===== config.mk =====
export PLATFORM = sky130hd
export DESIGN_NAME = fp_exc_unit
export DESIGN_NICKNAME = d
export VERILOG_FILES = /design/src/rtl/fp_exc_unit.sv
export SDC_FILE = /design/constraint.sdc
export NUM_CORES = 1
export LEC_CHECK = 0
export BUFFER_PORTS_ARGS = -buffer_cell sky130_fd_sc_hd__buf_2
export CAP_MARGIN = 15
export CELL_PAD_IN_SITES_DETAIL_PLACEMENT = 0
export CELL_PAD_IN_SITES_GLOBAL_PLACEMENT = 2
export CORE_MARGIN = 2
export CORE_UTILIZATION = 24
export DETAILED_ROUTE_END_ITERATION = 8
export PLACE_DENSITY_LB_ADDON = 0.12
export SLEW_MARGIN = 10
export SYNTH_ARGS = -nofsm -noshare
export SYNTH_HDL_FRONTEND = slang
export SYNTH_SLANG_ARGS = --single-unit

===== constraint.sdc =====
create_clock -name clk -period 2.2 [get_ports clk]
set_input_delay 0.22 -clock clk [delete_from_list [all_inputs] [get_ports clk]]
set_output_delay 0.22 -clock clk [all_outputs]
set_load 0.1 [all_outputs]

===== src/rtl/fp_exc_unit.sv =====
module fp_exc_unit #(
  parameter int          NFLAG   = 6,
  parameter int          SUM_BIT = 7,
  parameter logic [15:0] CW_INIT = 16'h037F
) (
  input  logic             clk,
  input  logic             rst_n,
  input  logic             init,
  input  logic [NFLAG-1:0] exc_flags,
  input  logic             cw_load,
  input  logic [15:0]      cw_data,
  input  logic             wait_strobe,
  input  logic             native_en,
  input  logic             vec_enter,
  input  logic             vec_leave,
  output logic [15:0]      ctrl_word,
  output logic [15:0]      status_word,
  output logic             fault_req,
  output logic             err_pin,
  output logic             vec_mode
);

  logic [15:0]      cw_q;
  logic [NFLAG-1:0] flags_q;
  logic             fault_q, err_q, vec_q;

  logic [NFLAG-1:0] unmasked;
  logic             summary;
  logic             deliver;

  assign unmasked = flags_q & ~cw_q[NFLAG-1:0];
  assign summary  = |unmasked;
  assign deliver  = wait_strobe & summary & ~init;

  always_ff @(posedge clk) begin
    if (!rst_n) begin
      cw_q    <= CW_INIT;
      flags_q <= '0;
      fault_q <= 1'b0;
      err_q   <= 1'b0;
      vec_q   <= 1'b0;
    end else begin
      if (init)         cw_q <= CW_INIT;
      else if (cw_load) cw_q <= cw_data;

      if (init) flags_q <= '0;
      else      flags_q <= flags_q | exc_flags;

      fault_q <= deliver & native_en;

      if (init)                       err_q <= 1'b0;
      else if (deliver && !native_en) err_q <= 1'b1;

      if (vec_enter)      vec_q <= 1'b1;
      else if (vec_leave) vec_q <= 1'b0;
    end
  end

  assign ctrl_word   = cw_q;
  assign status_word = 16'(flags_q) | (16'(summary) << SUM_BIT);
  assign fault_req   = fault_q;
  assign err_pin     = err_q;
  assign vec_mode    = vec_q;

endmodule


# Word level (Yosys, flattened, before mapping)
# Index checks and enable logic that the tools add are counted.
[word_totals]
regBits = 25
elab_cells = 21
out_inout_bits = 35
in_bits = 30
[classes]
n_reduce_logical = 5
bitwise = 9
muxes = 2
[op_table]
columns = ["cell", "count"]
rows = [
  ["6-bit by 8-bit OR with 8-bit output", 1],
  ["6-bit AND", 1],
  ["6-bit inverter", 1],
  ["6-bit OR", 1],
  ["6-bit OR reduction", 1],
  ["1-bit AND", 3],
  ["1-bit 2-to-1 mux", 2],
  ["1-bit inverter", 2],
  ["2-bit nonzero test", 1],
  ["2-bit OR reduction", 1],
  ["1-bit logical AND", 1],
  ["1-bit zero test", 1],
]

# Longest topological paths before layout
[depth]
word_depth = 6
depth_mapped = 4
ltp_nobuf = 3

# Worst setup path after synthesis
# No wires, ideal clock.
[synth_timing]
path_type = "reg2out"
start = "register cw_q[5] (netlist: ctrl_word[5])"
end = "output port status_word[7]"
required_ns = 1.980
path_stages_with_launch = 5
t_arrival_ns = 1.812
slack_ns = 0.168
path_buffers = 1
cell_sequence = "dfxtp_1 inv_1 a2111oi_4 nand2_1 buf_4"
[synth_via]
elab_chain_cells = 4
[synth_rtl]
columns = ["item", "line", "rtl"]
rows = [
  ["start, declared", "23", "logic [15:0] cw_q;"],
  ["start signal, assigned", "44", "else if (cw_load) cw_q <= cw_data;"],
  ["6-bit inverter", "31", "assign unmasked = flags_q & ~cw_q[NFLAG-1:0];"],
  ["6-bit AND", "31", ""],
  ["6-bit OR reduction", "32", "assign summary = |unmasked;"],
  ["via summary", "28", "logic summary;"],
  ["6-bit by 8-bit OR with 8-bit output", "60", "assign status_word = 16'(flags_q) | (16'(summary) << SUM_BIT);"],
  ["end, declared", "17", "output logic [15:0] status_word,"],
]
# The timed path passes the listed nets, and every way through them passes these cells.

# Worst setup path in the final report
[layout_timing]
start = "register flags_q[1]"
end = "output port status_word[7]"
[layout_via]
elab_chain_cells = 3
[layout_rtl]
columns = ["item", "line", "rtl"]
rows = [
  ["start, declared", "24", "logic [NFLAG-1:0] flags_q;"],
  ["start signal, assigned", "47", "else flags_q <= flags_q | exc_flags;"],
  ["6-bit AND", "31", ""],
  ["6-bit OR reduction", "32", ""],
  ["6-bit by 8-bit OR with 8-bit output", "60", ""],
]
# Every way passes these cells.

==> flow_summary.toml <==
[outcome]
status = "completed"

[synthesis]
synthArstFlopShare = 0
synth.area.mux_share = 0.129
synth_largest_area_cell = "dfxtp_1"
synth_edf_count = 0
synth_flop_cell = "dfxtp_1"
synth.area.top_cells = "dfxtp_1 (50%), mux2i_1 (13%), buf_4 (8.9%)"
synth_xor_area_frac = 0
ys_ff_latch = 25
ys_seq_area_frac = 0.496
netlist_area_um2 = 1010
synth_cell_types = 21
synth-simple-area-share = 0.165
synth_top_family_by_area = "simple AND/OR/NAND/NOR gates"
yosys_warnings = 0
synth_top_area_share = 0.496
syn_inst = 103
syn_avg_cell_area_um2 = 9.79
yosys.area_share.adder = 0
synth-compound-area-share = 0.0893

[grt]
grt_use_total = 0.106
first_global_vias = 801
gr-total-overflow = 0
antenna_found_initial = 0
grt_first_pass_wirelength_mm = 3.66
grt_max_degree = 20

[floorplanning]
die_w_um = 68.8
num_rows = 23
die_area_um2 = 4740
dieHeight_um = 68.8
start_util = 0.250
core_region_area_um2 = 4030
io_pins = 65

[worst_setup_path]
required_ns = 1.98
cp-startpoint = "flags_q[1]"
reg2regPathDepth = 3
worst_r2r_endpoint = "fault_req"
critPathArrivalTime_ns = 1.51
cp_max_fo = 3
cp-endpoint = "status_word[7]"
regToRegStartpoint = "flags_q[1]"
start_kind = "register"
end_kind = "output port"
reg2reg_slack_ns = 1.11
critPathKind = "reg2out"

[hold_path]
hp-start = "vec_enter"
hold_class = "in2reg"

[route]
via_count = 840
firstDrtPassIters = 4
wl_per_cell_um = 11.8
vias_per_cell = 4.08
drc = 0
ant_nets = 0
wirelength_mm = 2.43
drtIter0Drc = 21

[layout]
diodes = 0
final_cell_mix = "buf_2 (55), dfxtp_1 (25), nor2_1 (19), mux2i_1 (13), nand2_1 (10)"
fin_nets = 187
num-fill-cells = 452
synthToLayoutAreaGrowth_pct = 30.4
layout-drive-gt1-share = 0.385
utilization = 0.326
layout_commonest_cell = "buf_2"
design_area_um2 = 1320

[timing]
rsz0062_at_grt = "false"
post-route-period-util = 0.789
period_minus_slack_ns = 1.73
finalHoldViolCount = 0
skew_ns = 0.00160
setup-tns-final_ns = 0
setup_viol = 0
maxSlewViolCount = 0
max_slew_margin = 0.617
worstMarginPinSlew_ns = 0.575
fmax_mhz = 576

[clock_network]
clock_path_buffers = 2
postCtsResizedCells = 0
htree_levels = 1
cts-root-buf = "clkbuf_8"
postCtsHoldBufs = 0
cts_buffers = 3
path_clk_slew_ns = 0.08
cts_tree = "built"
cts_setup_buffers = 0
clock-sinks = 25
clk_latency_ns = 0.26

[placement]
gp_congestion = 0.663
hpwl_mm = 1.82
io_buffers = 55
place_area_um2 = 1270

[power]
ir_worst_vdd_mv = 0.235
cellLeakagePower_nw = 0.669
p_per_area_nw_per_um2 = 790

[run]
cap_violations = 0
[layout make-up]
type / instances / area [um2] / area share
Timing Repair Buffer: 55 / 275 / 0.209
Clock buffer: 4 / 45.0 / 0.0343
Tap cell: 50 / 62.6 / 0.0476
Multi-Input combinational cell: 69 / 420 / 0.320
Inverter: 3 / 11.3 / 0.00856
Sequential cell: 25 / 500 / 0.381
[critical path: stages (launching register included)]
cell and delay (ns):
dfxtp_1 0.33, nor2b_4 0.13, a2111oi_4 0.39, nand2_1 0.10, buf_2 0.30
[flip-flops by register name, indices dropped and copies added, names as in the netlist]
name,flops
ctrl_word,16
vec_mode,1
flags_q,6
err_pin,1
fault_req,1
[layer usage]
metal / up-vias / track usage / part of all wire
li1: 422 / - / -
met5: - / 0 / 0
met1: 384 / 0.122 / 0.41
met3: 2 / 0.0390 / 0.095
met2: 32 / 0.177 / 0.49
met4: 0 / 0.0441 / 0.0074
[metrics by stage]
stage | total power (W) | worst slack, ns | hold slack [ns] | cells
floorplan | 0.000747 | 0.168 | 0.336 | 111
global placement | 0.000780 | 0.772 | 0.429 | 202
detailed placement | 0.000783 | 0.745 | 0.437 | 202
CTS | 0.00106 | 0.438 | 0.154 | 206
global route | 0.00110 | 0.355 | 0.155 | 206
finish | 0.00104 | 0.465 | 0.166 | 206
[synth_stat cells (2+ instances only)]
| cell type | instances |
|---|---|
| a21oi_1 | 2 |
| nor2b_1 | 4 |
| inv_1 | 3 |
| mux2i_1 | 13 |
| o211ai_1 | 3 |
| dfxtp_1 | 25 |
| buf_4 | 12 |
| nand2_1 | 10 |
| nor2_1 | 19 |
[cells by family (layout without fill, tap and decap cells)]
logic type,after synthesis,in the layout
other,1,9
muxes,13,13
AOI/OAI and AO/OA,10,10
DFF,25,25
buffers and inverters,17,62
and+or+nand+nor,37,37
[how the worst min path moves through the flow]
stage,end,slack [ns],depth (start not counted)
after floorplan,flags_q[3],0.34,2
after global placement,vec_mode,0.43,2
after detailed placement,vec_mode,0.44,2
after CTS,vec_mode,0.15,2
after global routing,vec_mode,0.16,2
final,vec_mode,0.17,2
[where the power goes]
| group | internal, W | switching, W | total (W) |
|---|---|---|---|
| sequential | 0.000469 | 0.0000106 | 0.000480 |
| clock | 0.000129 | 0.000139 | 0.000268 |
| combinational | 0.0000519 | 0.000239 | 0.000291 |
| total | 0.000650 | 0.000388 | 0.00104 |
Note: power is estimated with default switching activity, not from simulation.
